==> src/rtl/twi_front_pkg.sv <==
// Package: shared types for the two-wire address front end.
// Assumes: nothing beyond IEEE 1800-2017.
package twi_front_pkg;

    // Address-phase sequencer states.
    typedef enum logic [2:0] {
        ST_IDLE,      // waiting for a start condition
        ST_SHIFT,     // shifting in the first byte
        ST_ACK_WAIT,  // matched; waiting for the end of the eighth clock
        ST_ACK_DRIVE, // pulling SDA low through the ninth clock
        ST_NACK,      // master code seen; letting the ninth clock pass
        ST_HOLD       // addressed; data phase belongs to other logic
    } front_state_t;

    localparam int BYTE_BITS = 8;

    // Fixed slave addresses that can be selected.
    localparam logic [6:0] ADDR_BASE = 7'b0110100;
    localparam logic [6:0] ADDR_ALT  = 7'b0110101;

endpackage

==> src/rtl/twi_sync.sv <==
// Module: multi-bit flop-chain synchronizer for asynchronous bus lines.
// Assumes: each bit is an independent slow level; the reset value is the
// idle-high level of an open-drain bus.
module twi_sync #(
    parameter int WIDTH  = 2,
    parameter int STAGES = 2
) (
    input  logic             clk,
    input  logic             rst_n,
    input  logic [WIDTH-1:0] async_in,
    output logic [WIDTH-1:0] sync_out
);

    logic [STAGES-1:0] chain [WIDTH];

    genvar g;
    generate
        for (g = 0; g < WIDTH; g++) begin : g_bit
            // Shift each line through its own chain of flops.
            always_ff @(posedge clk) begin
                if (!rst_n) chain[g] <= '1;
                else        chain[g] <= {chain[g][STAGES-2:0], async_in[g]};
            end
            assign sync_out[g] = chain[g][STAGES-1];
        end
    endgenerate

endmodule

==> src/rtl/twi_cond_detect.sv <==
// Module: finds SCL edges and the start and stop conditions in the
// synchronized line levels.
// Assumes: inputs are already synchronized to clk.
module twi_cond_detect (
    input  logic clk,
    input  logic rst_n,
    input  logic scl_s,
    input  logic sda_s,
    output logic scl_rise,
    output logic scl_fall,
    output logic start_det,
    output logic stop_det
);

    logic scl_q, sda_q;

    // Hold the previous levels for edge detection.
    always_ff @(posedge clk) begin
        if (!rst_n) begin
            scl_q <= 1'b1;
            sda_q <= 1'b1;
        end else begin
            scl_q <= scl_s;
            sda_q <= sda_s;
        end
    end

    assign scl_rise  = scl_s & ~scl_q;
    assign scl_fall  = ~scl_s & scl_q;
    assign start_det = scl_s & scl_q & sda_q & ~sda_s;
    assign stop_det  = scl_s & scl_q & ~sda_q & sda_s;

endmodule

==> src/rtl/twi_addr_seq.sv <==
// Module: address-phase sequencer. It shifts in the first byte after a
// start, acknowledges a matching address, answers the high-speed master
// code with a not-acknowledge and keeps the speed mode flag.
// Assumes: event inputs are single-cycle pulses from twi_cond_detect.
module twi_addr_seq
    import twi_front_pkg::*;
#(
    parameter logic [6:0] OWN_ADDR = ADDR_BASE
) (
    input  logic clk,
    input  logic rst_n,
    input  logic scl_s,
    input  logic sda_s,
    input  logic scl_rise,
    input  logic scl_fall,
    input  logic start_det,
    input  logic stop_det,
    output logic sda_pull,
    output logic addr_hit,
    output logic rw_flag,
    output logic hs_mode
);

    localparam int CNT_W = $clog2(BYTE_BITS + 1);

    front_state_t           state;
    logic [BYTE_BITS-1:0]   shreg;
    logic [BYTE_BITS-1:0]   next_byte;
    logic [CNT_W-1:0]       bit_cnt;
    logic                   ninth_seen;
    logic                   is_match;
    logic                   is_master_code;

    // Byte as it will be once the current bit has been shifted in.
    assign next_byte      = {shreg[BYTE_BITS-2:0], sda_s};
    assign is_match       = (next_byte[7:1] == OWN_ADDR);
    assign is_master_code = (next_byte[7:3] == 5'b00001);

    // Sequence the address phase and the speed mode flag.
    always_ff @(posedge clk) begin
        if (!rst_n) begin
            state      <= ST_IDLE;
            shreg      <= '0;
            bit_cnt    <= '0;
            ninth_seen <= 1'b0;
            sda_pull   <= 1'b0;
            addr_hit   <= 1'b0;
            rw_flag    <= 1'b0;
            hs_mode    <= 1'b0;
        end else begin
            addr_hit <= 1'b0;
            if (stop_det) begin
                state    <= ST_IDLE;
                sda_pull <= 1'b0;
                hs_mode  <= 1'b0;
            end else if (start_det) begin
                state    <= ST_SHIFT;
                bit_cnt  <= '0;
                sda_pull <= 1'b0;
            end else begin
                case (state)
                    ST_SHIFT: begin
                        if (scl_rise) begin
                            shreg      <= next_byte;
                            bit_cnt    <= bit_cnt + 1'b1;
                            ninth_seen <= 1'b0;
                            if (bit_cnt == CNT_W'(BYTE_BITS - 1)) begin
                                if (is_match)            state <= ST_ACK_WAIT;
                                else if (is_master_code) state <= ST_NACK;
                                else                     state <= ST_IDLE;
                            end
                        end
                    end
                    ST_ACK_WAIT: begin
                        if (scl_fall) begin
                            sda_pull <= 1'b1;
                            state    <= ST_ACK_DRIVE;
                        end
                    end
                    ST_ACK_DRIVE: begin
                        if (scl_rise) ninth_seen <= 1'b1;
                        if (scl_fall && ninth_seen) begin
                            sda_pull <= 1'b0;
                            addr_hit <= 1'b1;
                            rw_flag  <= shreg[0];
                            state    <= ST_HOLD;
                        end
                    end
                    ST_NACK: begin
                        if (scl_rise) ninth_seen <= 1'b1;
                        if (scl_fall && ninth_seen) begin
                            hs_mode <= 1'b1;
                            state   <= ST_IDLE;
                        end
                    end
                    default: ;
                endcase
            end
        end
    end

    // Marks that at least one cycle has passed since reset, for $past use.
    logic past_ok;
    always_ff @(posedge clk) begin
        if (!rst_n) past_ok <= 1'b0;
        else        past_ok <= 1'b1;
    end

    // the pull-down only ever changes while SCL is low.
    assert_pull_scl_low_R2: assert property (@(posedge clk) disable iff (!rst_n)
        past_ok && (sda_pull != $past(sda_pull)) |-> !$past(scl_s));

    // an address is reported only after an acknowledge was driven.
    assert_hit_after_ack_R2: assert property (@(posedge clk) disable iff (!rst_n)
        past_ok && addr_hit |-> $past(sda_pull));

    // the addressed pulse lasts one cycle.
    assert_hit_single_R3: assert property (@(posedge clk) disable iff (!rst_n)
        addr_hit |=> !addr_hit);

    // entering high-speed mode never coincides with an acknowledge.
    assert_hs_nack_R6: assert property (@(posedge clk) disable iff (!rst_n)
        past_ok && $rose(hs_mode) |-> !sda_pull && !$past(sda_pull));

    // a stop always leaves fast/standard mode selected.
    assert_stop_clears_R8: assert property (@(posedge clk) disable iff (!rst_n)
        stop_det |=> !hs_mode);

endmodule

==> src/rtl/twi_addr_front.sv <==
// Module: top of the two-wire slave address front end. It synchronizes
// the bus lines, detects bus conditions and runs the address sequencer.
// Assumes: clk is several times faster than SCL, and sda_pull drives an
// external open-drain pad.
module twi_addr_front
    import twi_front_pkg::*;
#(
    parameter bit ALT_ADDR    = 1'b0,
    parameter int SYNC_STAGES = 2
) (
    input  logic clk,
    input  logic rst_n,
    input  logic scl_in,
    input  logic sda_in,
    output logic sda_pull,
    output logic addr_hit,
    output logic rw_flag,
    output logic hs_mode
);

    localparam logic [6:0] SLAVE_ADDR = ALT_ADDR ? ADDR_ALT : ADDR_BASE;

    logic [1:0] lines_s;
    logic scl_s, sda_s, scl_rise, scl_fall, start_det, stop_det;

    twi_sync #(.WIDTH(2), .STAGES(SYNC_STAGES)) u_sync (
        .clk      (clk),
        .rst_n    (rst_n),
        .async_in ({scl_in, sda_in}),
        .sync_out (lines_s)
    );

    assign scl_s = lines_s[1];
    assign sda_s = lines_s[0];

    twi_cond_detect u_cond (
        .clk       (clk),
        .rst_n     (rst_n),
        .scl_s     (scl_s),
        .sda_s     (sda_s),
        .scl_rise  (scl_rise),
        .scl_fall  (scl_fall),
        .start_det (start_det),
        .stop_det  (stop_det)
    );

    twi_addr_seq #(.OWN_ADDR(SLAVE_ADDR)) u_seq (
        .clk       (clk),
        .rst_n     (rst_n),
        .scl_s     (scl_s),
        .sda_s     (sda_s),
        .scl_rise  (scl_rise),
        .scl_fall  (scl_fall),
        .start_det (start_det),
        .stop_det  (stop_det),
        .sda_pull  (sda_pull),
        .addr_hit  (addr_hit),
        .rw_flag   (rw_flag),
        .hs_mode   (hs_mode)
    );

endmodule

==> config.mk <==
export PLATFORM = sky130hd
export DESIGN_NAME = twi_addr_front
export DESIGN_NICKNAME = d
export VERILOG_FILES = /design/src/rtl/twi_front_pkg.sv /design/src/rtl/twi_sync.sv /design/src/rtl/twi_cond_detect.sv /design/src/rtl/twi_addr_seq.sv /design/src/rtl/twi_addr_front.sv
export SDC_FILE = /design/constraint.sdc
export NUM_CORES = 1
export LEC_CHECK = 0
export ABC_CLOCK_PERIOD_IN_PS = 1500
export CAP_MARGIN = 20
export CORE_UTILIZATION = 50
export DETAILED_ROUTE_END_ITERATION = 6
export PLACE_DENSITY_LB_ADDON = 0.3
export SLEW_MARGIN = 5
export SYNTH_ARGS = -nofsm -noshare
export SYNTH_HDL_FRONTEND = slang
export SYNTH_SLANG_ARGS = --single-unit
==> constraint.sdc <==
create_clock -name clk -period 1.5 [get_ports clk]
set_input_delay 0.15 -clock clk [delete_from_list [all_inputs] [get_ports clk]]
set_output_delay 0.15 -clock clk [all_outputs]
set_load 0.02 [all_outputs]
Yosys cells after proc, flatten, opt, wreduce, memory -nomap -nowiden
Memories as Yosys holds them, arrays and structs flattened.
Cells that the tools add are included.

word-level totals
  memories kept = 1
  word-level logic and storage cells = 90
  register bits = 21
  output and inout port bits = 4
  memory bits (writable) = 4

operators by class
  bitwise logic cells = 17
  mux-type cells = 23
  equal/unequal tests = 18
  reductions and logical operators = 19
  $add $sub $neg = 1

memory list
  memory        words  width  read ports  clocked after Yosys merged registers in  write ports  line            RTL
  u_sync.chain  2      2      2           0                                        2            twi_sync.sv:14  logic [STAGES-1:0] chain [WIDTH];

operators with widths
  cell                 number
  $mux 3               7
  $mux 4               3
  $ne 3x2->1 const B   4
  $pmux 3 s4           1
  $reduce_and 6->1     2
  $ne 2x1->1 const B   5
  $reduce_and 3->1     3
  $mux 1               8
  $not 1->1            8
  $reduce_and 4->1     2
  $reduce_bool 2->1    4
  $and 1x1->1          7
  $eq 7x6->1 const B   1
  $eq 3x2->1 const B   2
  $eq 5x1->1 const B   1
  $reduce_and 5->1     1
  $reduce_bool 5->1    1
  $add 4x1->4 const B  1
  $eq 4x3->1 const B   1
  $mux 2               2
  $pmux 1 s2           2
  $reduce_bool 4->1    1
  $reduce_or 2->1      2
  $reduce_or 4->1      1
  7 further kinds      8

Longest topological paths before layout
  depth after elaboration = 7
  depth in mapped cells = 5
  gate-level depth less buffers = 5

Cells and area by module
A second synthesis with hierarchy kept.

unflattened totals
  cells, all modules = 121
  area, all modules = 1,084.8 µm²

by module, submodules not included
  module           area an instance (µm²)  instances  cells each  seq. area each (µm²)
  twi_addr_seq     879.6                   1          103         380.4
  twi_sync         120.1                   1          10          80.1
  twi_cond_detect  85.1                    1          8           40.0

Worst setup path after synthesis
No wires, ideal clock.

  path type = reg2reg
  from = reg u_seq.bit_cnt[0]
  to = reg u_seq.state[2]
  period minus slack after synthesis = 1.375 ns
  cell stages (with the launch flop) = 6
  data arrival time = 1.296 ns
  buffers on the path = 0
  path slack = 0.125 ns
  path through = dfxtp_1 > ha_1 > nand3b_1 > nor4b_1 > nand4_2 > a211oi_2

between the ends
  longest elaborated chain between the ends = 3

ends and longest elaborated chain
  element                     line                RTL
  from (decl)                 twi_addr_seq.sv:29  logic [CNT_W-1:0] bit_cnt;
  from (signal assigned)      twi_addr_seq.sv:65  bit_cnt <= bit_cnt + 1'b1;
  $eq 4x3->1                  twi_addr_seq.sv:67  if (bit_cnt == CNT_W'(BYTE_BITS - 1)) begin
  $ne 2x1->1 (no line)        -
  $reduce_and 6->1 (no line)  -
  to (signal assigned)        twi_addr_seq.sv:68  if (is_match) state <= ST_ACK_WAIT;
  to (signal assigned)        twi_addr_seq.sv:69  else if (is_master_code) state <= ST_NACK;
  to (signal assigned)        twi_addr_seq.sv:70  else state <= ST_IDLE;
  to (decl)                   twi_addr_seq.sv:26  front_state_t state;

Every way passes these cells.
A chain may end at the register's enable or synchronous reset.

Final worst setup path
Same ends and word-level chain as after synthesis.

==> metrics.txt <==
status=finished clean; commonest non-fill, non-tap cell in the layout=dfxtp_1; WP data required=1.73 ns; total CTS buffers=3; post-layout min period=1.402 ns; clock slew at reported path FFs=0.12 ns; Die Y=48.37 um; area occupied by registers=501.7 um^2; remaining antenna violation count=0; area of the multi-input gates=546.8 um^2; Detailed Route WL=1919 um; filler cell count=165; largest net degree at the start of global routing=14; synth unique cells=36; number of global-route vias before repair=775; port bufs=7; crit path capture type=register; actual slew at the worst max-slew pin=0.4547 ns; H-tree depth=1; Seq/Total Area, Yosys=46.57%; synthesized area=0.001075 mm^2; critical path fanouts, max=4; # diodes=0; CP Launch Type=register; routability cong.=0.8215; via count=884; Post-synth EDFFs=0; RSZ-0062 raised after global routing=no; DRT Pass-1 Iters=4; drt initial violations=16; ratio of final minimum period to clock period=93.48%; Hold Slack=0.3936 ns; FFs w/ async S/R, synth=0%; HP Class=in2reg; Post-Route Setup TNS=0 ns; most frequent cells in the layout=24 x dfxtp_1, 15 x a21oi_1, 14 x nand2_1; initial antenna violation count=0; clock root cell=clkbuf_4; worst hold stages=2; Synthesis Warnings=0; die width=48.37 um; Area Overhead vs Synth=17.00%; Via-to-Cell Ratio=5.390; Worst Reg2Reg Path Length in Cells=6; first-pass GRT wire length=3243 um; kind of critical path=reg2reg; # DRC=0; skew final=0.001444 ns; main flop type after synthesis=dfxtp_1; Avg Inst Size Synth=8.957 um^2; clk sink count=25; GRT overflow=0; Seq cells post-synth=25; final hold violations=0; f_max=0.7132 GHz; Die Area=0.002339 mm^2; Max Buffers Root-to-Sink=2; gr usage total=17.40%; dpl hpwl=1442 um; Final setup viols=0; Final Util=63.45%; Power Density=811.1 mW/mm^2; Final Max Slew Viols=0; NumNets Final=143; Lkg Pwr=0.4846 nW; CTS tree=built; maximum vdd drop=0.5718 mV; Starting Density=54.23%; Max-Slew Margin vs Limit=69.36%; # rows=16; clk_lat worst skew=0.30 ns; Critical Path AT=1.63 ns; max cap viols=0; synthesized instance count=120; ratio of cells with drive above 1 in the final layout=15.33%; Post-Syn Nets=125; Ports=8; core area=0.001982 mm^2; Avg WL per Cell=11.70 um
-- layout make-up --
type	count	area share, %
tap	27	2.687
inverter	3	0.8955
clock buffer	4	2.090
sequential	25	39.90
multi-input combinational	89	43.48
timing repair buffer	16	10.95
-- synth_stat cells, types with 2 or more instances --
master    number  area share, %
xor2_1         2            1.6
o21ai_0        3            1.4
nand2_1       14            4.9
dfxtp_1       25             47
inv_1          3            1.0
nand3_1       12            5.6
nand4b_1       2            1.6
nand3b_1       2            1.4
nor2_1         9            3.1
nand2b_1       8            4.7
a21oi_1       15            7.0
-- power by group --
group | internal [mW] | total (mW) | switching [mW]
logic | 0.0295 | 0.0639 | 0.0344
clock network | 0.103 | 0.279 | 0.175
registers | 0.672 | 0.677 | 0.00549
total | 0.805 | 1.02 | 0.215
-- metal layers --
metal	wire length (um)	part of all wire, %	global-route usage, %	up-vias
met5	0	0	0	-
met4	0	0	6.863	0
met3	35	1.8	3.145	0
met2	968	50	29.11	8
met1	915	48	22.22	421
li1	-	-	-	455
-- critical path: stages (launching register included) --
cell,delay (ns)
dfxtp_2,0.37
ha_1,0.18
nand3b_1,0.09
nor4b_2,0.21
buf_4,0.15
nand4_2,0.11
a211oi_2,0.22
-- final timing paths --
| path | start | end | slack [ns] |
|---|---|---|---|
| setup / recovery | u_seq.bit_cnt[0]$_SDFFE_PN0P_ | u_seq.state[2]$_SDFFE_PP0P_ | 0.1 |
| hold / removal | scl_in | u_sync.chain[1][0]$_SDFF_PN1_ | 0.39 |
| setup reg to reg | u_seq.bit_cnt[0]$_SDFFE_PN0P_ | u_seq.state[2]$_SDFFE_PP0P_ | 0.1 |
| hold reg to reg | u_sync.chain[0][0]$_SDFF_PN1_ | u_sync.chain[0][1]$_SDFF_PN1_ | 0.43 |
-- metrics by stage --
stage / power (mW) / std cells / area [um^2] / worst slack, ns
floorplan: 0.7284 / 120 / 1075 / 0.1249
global placement: 0.7518 / 158 / 1209 / 0.09348
detailed placement: 0.7540 / 158 / 1209 / 0.03430
CTS: 1.030 / 162 / 1236 / 0.03248
global route: 1.073 / 164 / 1257 / 0.009965
finish: 1.020 / 164 / 1257 / 0.09784
-- cell families after synthesis --
logic type | count (synthesis) | synth area share, %
compound gates | 24 | 12.81
xor+xnor | 3 | 2.445
fa+ha+maj | 1 | 1.164
buf+inv | 6 | 3.143
flops | 25 | 46.57
mux | 2 | 2.328
simple gates | 59 | 31.55
-- sequential cells by signal, indices dropped and copies added (netlist names), 3 cells and up --
| register | flops |
|---|---|
| u_seq.shreg | 7 |
| u_sync.chain | 4 |
| u_seq.state | 3 |
| u_seq.bit_cnt | 4 |
-- timing repair --
item                       4_1_cts  5_1_grt
buffers inserted                 0        2
pin swaps                        0        1
setup endpoints to repair        1        2
hold buffers                     0        0
resized for setup                1        1
Note: power is estimated with default switching activity, not from simulation.
